File: src/rtl/t1_tx_pkg.sv
package t1_tx_pkg;
  typedef enum logic {
    EDGE_RISE = 1'b0,
    EDGE_FALL = 1'b1
  } edge_sel_e;

  function automatic int frame_len(input int slots, input int bits);
    return slots * bits + 1;
  endfunction
endpackage

File: src/rtl/t1_edge_sampler.sv
module t1_edge_sampler (
  input  logic clk_i,
  input  logic rst_ni,
  input  logic fall_i,
  input  logic sync_i,
  output logic hit_o
);
  import t1_tx_pkg::*;

  logic neg_q, prev_q, samp;

  always_ff @(negedge clk_i or negedge rst_ni) begin
    if (!rst_ni) neg_q <= 1'b0;
    else         neg_q <= sync_i;
  end

  // rising mode: the posedge consumers sample sync_i directly
  assign samp = (edge_sel_e'(fall_i) == EDGE_FALL) ? neg_q : sync_i;

  always_ff @(posedge clk_i or negedge rst_ni) begin
    if (!rst_ni) prev_q <= 1'b0;
    else         prev_q <= samp;
  end

  assign hit_o = samp & ~prev_q;
endmodule

File: src/rtl/t1_frame_ctr.sv
module t1_frame_ctr #(
  parameter int SLOTS = 24,
  parameter int BITS  = 8,
  localparam int FRAME_LEN = t1_tx_pkg::frame_len(SLOTS, BITS),
  localparam int POS_W  = $clog2(FRAME_LEN),
  localparam int SLOT_W = $clog2(SLOTS)
) (
  input  logic              clk_i,
  input  logic              rst_ni,
  input  logic              hit_i,
  output logic [POS_W-1:0]  pos_o,
  output logic              locked_o,
  output logic              run_nxt_o,
  output logic              fstb_o,
  output logic              load_o,
  output logic              req_o,
  output logic [SLOT_W-1:0] slot_o,
  output logic              misal_o
);
  typedef logic [POS_W-1:0] pos_t;
  localparam pos_t LAST     = pos_t'(FRAME_LEN - 1);
  localparam pos_t REQ0     = pos_t'(FRAME_LEN - BITS + 1);
  localparam pos_t REQ_LAST = pos_t'(1 + BITS * (SLOTS - 2));
  localparam pos_t BITS_P   = pos_t'(BITS);
  localparam pos_t ONE      = pos_t'(1);

  pos_t pos_q, pos_nxt, off_nxt, off_cur;
  logic locked_q, misal_q;

  always_comb begin
    run_nxt_o = locked_q | hit_i;
    if (hit_i || !locked_q)  pos_nxt = '0;
    else if (pos_q == LAST)  pos_nxt = '0;
    else                     pos_nxt = pos_q + ONE;
    off_nxt = pos_nxt - ONE;
    fstb_o  = run_nxt_o && (pos_nxt == '0);
    load_o  = run_nxt_o && !hit_i && (pos_nxt != '0) && ((off_nxt % BITS_P) == '0);
  end

  always_comb begin
    off_cur = pos_q - ONE;
    req_o   = 1'b0;
    slot_o  = '0;
    if (locked_q) begin
      if (pos_q == REQ0) begin
        req_o = 1'b1;
      end else if ((pos_q != '0) && (pos_q <= REQ_LAST) && ((off_cur % BITS_P) == '0)) begin
        req_o  = 1'b1;
        slot_o = SLOT_W'(off_cur / BITS_P) + SLOT_W'(1);
      end
    end
  end

  always_ff @(posedge clk_i or negedge rst_ni) begin
    if (!rst_ni) begin
      pos_q    <= '0;
      locked_q <= 1'b0;
      misal_q  <= 1'b0;
    end else begin
      pos_q    <= pos_nxt;
      locked_q <= run_nxt_o;
      misal_q  <= hit_i && locked_q && (pos_q != LAST);
    end
  end

  assign pos_o    = pos_q;
  assign locked_o = locked_q;
  assign misal_o  = misal_q;
endmodule

File: src/rtl/t1_octet_shifter.sv
module t1_octet_shifter #(
  parameter int BITS = 8
) (
  input  logic            clk_i,
  input  logic            rst_ni,
  input  logic            run_i,
  input  logic            fstb_i,
  input  logic            load_i,
  input  logic            fbit_i,
  input  logic            oct_valid_i,
  input  logic [BITS-1:0] oct_data_i,
  output logic            bit_o
);
  logic [BITS-1:0] hold_q, sh_q, load_val;
  logic            hold_v_q, bit_q;

  // same-edge octet bypasses the holding register
  always_comb begin
    if (oct_valid_i)   load_val = oct_data_i;
    else if (hold_v_q) load_val = hold_q;
    else               load_val = '1;
  end

  always_ff @(posedge clk_i or negedge rst_ni) begin
    if (!rst_ni) begin
      hold_q   <= '1;
      hold_v_q <= 1'b0;
    end else if (load_i) begin
      hold_v_q <= 1'b0;
    end else if (oct_valid_i) begin
      hold_q   <= oct_data_i;
      hold_v_q <= 1'b1;
    end
  end

  always_ff @(posedge clk_i or negedge rst_ni) begin
    if (!rst_ni) begin
      bit_q <= 1'b1;
      sh_q  <= '1;
    end else if (!run_i) begin
      bit_q <= 1'b1;
      sh_q  <= '1;
    end else if (fstb_i) begin
      bit_q <= fbit_i;
      sh_q  <= '1;
    end else if (load_i) begin
      bit_q <= load_val[BITS-1];
      sh_q  <= {load_val[BITS-2:0], 1'b1};
    end else begin
      bit_q <= sh_q[BITS-1];
      sh_q  <= {sh_q[BITS-2:0], 1'b1};
    end
  end

  assign bit_o = bit_q;
endmodule

File: src/rtl/t1_out_launch.sv
module t1_out_launch (
  input  logic clk_i,
  input  logic rst_ni,
  input  logic fall_i,
  input  logic d_i,
  output logic q_o
);
  import t1_tx_pkg::*;

  logic neg_q;

  always_ff @(negedge clk_i or negedge rst_ni) begin
    if (!rst_ni) neg_q <= 1'b1;
    else         neg_q <= d_i;
  end

  assign q_o = (edge_sel_e'(fall_i) == EDGE_FALL) ? neg_q : d_i;
endmodule

File: src/rtl/t1_tx_port.sv
module t1_tx_port #(
  parameter int SLOTS = 24,
  parameter int BITS  = 8,
  localparam int FRAME_LEN = t1_tx_pkg::frame_len(SLOTS, BITS),
  localparam int POS_W  = $clog2(FRAME_LEN),
  localparam int SLOT_W = $clog2(SLOTS)
) (
  input  logic              clk_i,
  input  logic              rst_ni,
  input  logic              sync_fall_i,
  input  logic              data_fall_i,
  input  logic              sync_i,
  input  logic              fbit_i,
  input  logic              oct_valid_i,
  input  logic [BITS-1:0]   oct_data_i,
  output logic              oct_req_o,
  output logic [SLOT_W-1:0] oct_slot_o,
  output logic              tdat_o,
  output logic              misalign_o
);
  logic             hit, locked, run_nxt, fstb, load, tx_bit;
  logic [POS_W-1:0] pos;

  t1_edge_sampler i_sync (
    .clk_i  (clk_i),
    .rst_ni (rst_ni),
    .fall_i (sync_fall_i),
    .sync_i (sync_i),
    .hit_o  (hit)
  );

  t1_frame_ctr #(.SLOTS(SLOTS), .BITS(BITS)) i_ctr (
    .clk_i     (clk_i),
    .rst_ni    (rst_ni),
    .hit_i     (hit),
    .pos_o     (pos),
    .locked_o  (locked),
    .run_nxt_o (run_nxt),
    .fstb_o    (fstb),
    .load_o    (load),
    .req_o     (oct_req_o),
    .slot_o    (oct_slot_o),
    .misal_o   (misalign_o)
  );

  t1_octet_shifter #(.BITS(BITS)) i_shift (
    .clk_i       (clk_i),
    .rst_ni      (rst_ni),
    .run_i       (run_nxt),
    .fstb_i      (fstb),
    .load_i      (load),
    .fbit_i      (fbit_i),
    .oct_valid_i (oct_valid_i),
    .oct_data_i  (oct_data_i),
    .bit_o       (tx_bit)
  );

  t1_out_launch i_launch (
    .clk_i  (clk_i),
    .rst_ni (rst_ni),
    .fall_i (data_fall_i),
    .d_i    (tx_bit),
    .q_o    (tdat_o)
  );
endmodule

File: config.mk
export PLATFORM = sky130hd
export DESIGN_NAME = t1_tx_port
export DESIGN_NICKNAME = d
export VERILOG_FILES = /design/src/rtl/t1_tx_pkg.sv /design/src/rtl/t1_edge_sampler.sv /design/src/rtl/t1_frame_ctr.sv /design/src/rtl/t1_octet_shifter.sv /design/src/rtl/t1_out_launch.sv /design/src/rtl/t1_tx_port.sv
export SDC_FILE = /design/constraint.sdc
export NUM_CORES = 1
export LEC_CHECK = 0
export ABC_AREA = 1
export BUFFER_PORTS_ARGS = -buffer_cell sky130_fd_sc_hd__buf_2
export CORE_MARGIN = 2
export CORE_UTILIZATION = 35
export DETAILED_ROUTE_END_ITERATION = 12
export PLACE_DENSITY = 0.62
export SYNTH_ARGS = -nofsm -noshare
export SYNTH_HDL_FRONTEND = slang
export SYNTH_SLANG_ARGS = --single-unit
File: constraint.sdc
create_clock -name clk_i -period 4.6 [get_ports clk_i]
set_input_delay 0.69 -clock clk_i [delete_from_list [all_inputs] [get_ports clk_i]]
set_output_delay 0.69 -clock clk_i [all_outputs]
set_load 0.02 [all_outputs]
* Word-level counts from Yosys, hierarchy flattened *
Cells that the tools add are included.

storage, ports and cells
  bits in registers = 31
  logic and storage cells = 60

operators by class
  add/subtract/negate cells = 4
  order comparisons = 1
  equal/unequal tests = 3
  mux-type cells = 20
  bitwise operators = 4
  reduce and logical (&&, ||, !) cells = 18

operators by type and width
  operator                                                             number
  8-bit two-way mux                                                    7
  8-bit logical NOT                                                    3
  8-bit == test (second input constant)                                2
  8-bit nonzero test                                                   2
  5-bit two-way mux                                                    3
  1-bit two-way mux                                                    10
  8-bit by 1-bit adder with 8-bit output (second input constant)       1
  8-bit less-or-equal comparator (second input constant)               1
  1-bit logical AND                                                    8
  8-bit inequality test (second input constant)                        1
  8-bit by 1-bit subtractor with 8-bit output (second input constant)  1
  5-bit by 1-bit adder with 5-bit output (second input constant)       1
  3-bit by 1-bit subtractor with 3-bit output (second input constant)  1
  1-bit logical NOT                                                    2
  1-bit NOT                                                            2
  2-bit AND reduction                                                  1
  2-bit nonzero test                                                   1
  1-bit AND                                                            1
  1-bit logical OR                                                     1
  1-bit OR                                                             1

* Depth between registers and ports, before layout *
  depth after elaboration = 10
  mapped depth = 13

* Cells and area by module *
A second synthesis with hierarchy kept.

unflattened totals
  cells, all modules = 249
  area, all modules = 1811.7 µm²

modules (own cells, without submodules)
  module            times used  cells an instance  area each (µm²)  seq. area each (µm²)
  t1_frame_ctr      1           136                865.8            250.2
  t1_octet_shifter  1           97                 815.8            445.4
  t1_edge_sampler   1           10                 85.1             50.0
  t1_out_launch     1           6                  45.0             26.3

==> results.sh <==
export IMPL_number_of_antenna_violations_at_the_first_check_in_global_routing=0
export IMPL_post_route_drc_count=0
export IMPL_finClkSkew_ps=54.2
export IMPL_async_reset_ff_frac=1.00
export IMPL_critPathCapture="tdat_o"
export IMPL_synth_top_area_cell="dfstp_2"
export IMPL_timing_critical_path_from="i_launch.neg_q$_DFF_NN1_"
export IMPL_worst_r2r_setup_slack_ps=800
export IMPL_initialDrtViolationCount=49
export IMPL_ws_path_type="reg -> out"
export IMPL_starting_utilization_of_the_core_area=0.369
export IMPL_synth_nets=236
export IMPL_detail_route_wirelength_um=3490
export IMPL_seqCellArea_um2=772
export IMPL_wire_per_inst_um=11.2
export IMPL_r2r_start="i_sync.neg_q$_DFF_NN0_"
export IMPL_postCtsResizedCells=0
export IMPL_yosys_warnings=0
export IMPL_vias_in_the_first_global_route=1328
export IMPL_post_synth_main_area_contributors="dfstp_2 (23%), dfrtp_1 (16%), nand2_1 (8.3%), inv_1 (4.7%), nand2_2 (4.6%)"
export IMPL_pre_antenna_drt_iters=4
export IMPL_dp_hpwl_um=2710
export IMPL_finalHoldViolCount=0
export IMPL_power_ir_vdd_worst_uv=310
export IMPL_slew_limit_headroom=0.715
export IMPL_maxCapViolCount=0
export IMPL_leakage_nw=1.04
export IMPL_grt_start_max_net_pins=19
export IMPL_cts_made_buffers=5
export IMPL_cp_max_fo=1
export IMPL_ctsRootBufferMaster="clkbuf_8"
export IMPL_io_pins=23
export IMPL_vias=1432
export IMPL_worst_r2r_path_depth=9
export IMPL_startpoint_type="register"
export IMPL_core_region_area_mm2=0.00517
export IMPL_antenna_diode_count=0
export IMPL_clk_latency_ps=330
export IMPL_yosys_cell_types_count=37
export IMPL_cts_tree="done"
export IMPL_cts_max_level=2
export IMPL_ratio_of_cells_with_drive_above_1_in_the_final_layout=0.369
export IMPL_nets_final=260
export IMPL_synth_largest_type_area_fraction=0.234
export IMPL_die_area_mm2=0.00606
export IMPL_worst_ep_arrival_time_ps=3410
export IMPL_setup_tns_final_ps=0
export IMPL_clkTransAtPathRegs_ps=60
export IMPL_pwr_density_cell_mw_per_mm2=551
export IMPL_post_cts_hold_buffer_count=0
export IMPL_multi_input_comb_area_um2=952
export IMPL_setup_violations=0
export IMPL_worstHoldPathType="in -> async"
export IMPL_crit_reg2reg_capture="i_shift.hold_q[2]$_DFFE_PN1P_"
export IMPL_grt_first_pass_wirelength_um=6160
export IMPL_post_synth_inst_count=216
export IMPL_most_used_standard_cell_by_instance_count_after_synthesis="nand2_1"
export IMPL_main_flop_type_after_synthesis="dfstp_2"
export IMPL_global_placer_s_final_weighted_congestion=0.807
export IMPL_outcome="finished, final reports clean"
export IMPL_buffer_ports_inserted=22
export IMPL_mean_instance_size_in_the_synthesized_netlist_um2=8.83
export IMPL_overflow=0
export IMPL_finalPower_w=0.00117
export IMPL_critical_path_required_ps=3910
export IMPL_cts_post_setup_buffers_inserted=0
export IMPL_synth_top_cells_by_count="nand2_1 (42), inv_1 (24), nor2_1 (20), dfstp_2 (17), nand3_1 (17)"
export IMPL_routed_via_density=4.60
export IMPL_longest_clk_path_bufs=2
export IMPL_synth_enable_flop_cells=0
export IMPL_worst_slew_pin_transition_ps=427
export IMPL_cp_endpoint_kind="output pin"
export IMPL_fp_row_count=26
export IMPL_synth_cell_area_mm2=0.00191
export IMPL_synth_seq_cells=30
export IMPL_rsz_0062_raised_after_global_routing="no"
export IMPL_flow_area_growth_from_synthesis_pct=11.6
export IMPL_drt_antenna_violating_nets=0
export IMPL_grt_total_usage=0.125
export IMPL_die_height_um=77.8
export IMPL_report_final_slew_viol_count=0
export IMPL_cts_sink_count=30
export IMPL_synth_yosys_seq_area_share=0.405
export IMPL_n_fill_cell=537
export IMPL_die_w_um=77.8
## through the flow
stage          cell area (um^2)  setup WS (ps)  hold WS [ps]  std cells   util
2_1_floorplan              1910            923           394        216      -
3_3_place_gp               2050            846           458        303  0.396
3_5_place_dp               2050            801           460        303  0.396
4_1_cts                    2130            498           303        311  0.412
5_1_grt                    2130            437           311        311  0.412
6_report                   2130            505           293        311  0.412
## layout by cell type, fill, tap and decap left out, drive strengths merged
cell	Yosys	layout
nand4	2	2
dfrtp	12	12
xor2	7	7
xnor2	2	2
nand2	59	59
clkbuf	1	6
ha	5	5
mux2	1	1
buf	5	23
dfrtn	1	1
nor2	27	27
inv	29	29
a21oi	3	3
o211ai	7	7
nor3b	1	1
o22ai	3	3
dfstp	17	17
o31ai	2	2
clkinv	0	2
o21ai	8	8
o21bai	1	1
nor3	2	2
nand3	21	21
## power by group
| part | leakage (nW) | total [W] | switching (W) | internal (W) |
|---|---|---|---|---|
| logic | 0.653 | 0.000521 | 0.000327 | 0.000194 |
| registers | 0.342 | 0.000452 | 0.0000687 | 0.000383 |
| clock network | 0.0479 | 0.000202 | 0.0000967 | 0.000105 |
| total | 1.04 | 0.00117 | 0.000493 | 0.000681 |
## worst min path at each step
stage / start / end / slack (ps) / depth (start not counted)
floorplan: rst_ni / i_ctr.locked_o$_DFF_PN0_ / 390 / 0
global placement: i_shift.hold_q[0]$_DFFE_PN1P_ / i_shift.hold_q[0]$_DFFE_PN1P_ / 460 / 2
detailed placement: i_shift.hold_q[6]$_DFFE_PN1P_ / i_shift.hold_q[6]$_DFFE_PN1P_ / 460 / 2
CTS: rst_ni / i_ctr.pos_o[6]$_DFF_PN0_ / 300 / 1
global route: rst_ni / i_ctr.pos_o[6]$_DFF_PN0_ / 310 / 1
finish: rst_ni / i_ctr.pos_o[6]$_DFF_PN0_ / 290 / 1
## layout make-up
| class | instances | area share |
|---|---|---|
| inverters | 28 | 0.0541 |
| flip-flops and latches | 30 | 0.363 |
| multi-input cells | 151 | 0.447 |
| well taps | 70 | 0.0411 |
| clock buffers | 6 | 0.0341 |
| clock inverters | 3 | 0.00588 |
| repair buffers | 23 | 0.0552 |
## layer usage
layer	vias up	share of wire	global-route usage
met4	0	0.0060	0.0268
met5	-	0	0
met2	28	0.49	0.208
li1	739	-	-
met1	662	0.46	0.164
met3	3	0.039	0.0302
## kinds of logic (layout without fill, tap and decap cells)
kind of cell               after synthesis  after routing  synth area share
AOI/OAI and AO/OA                       24             24             0.101
adders and majority gates                5              5            0.0328
and+or+nand+nor                        112            112             0.318
muxes                                    1              1           0.00590
xor gates and xnor gates                 9              9            0.0413
buffers and inverters                   35             60            0.0964
DFF                                     30             30             0.405
## critical path, cell delays in order (launching register included)
cell     delay (ps)
dfstp_2         500
mux2_2          130
buf_2           150
(Power assumes the default switching activity.)
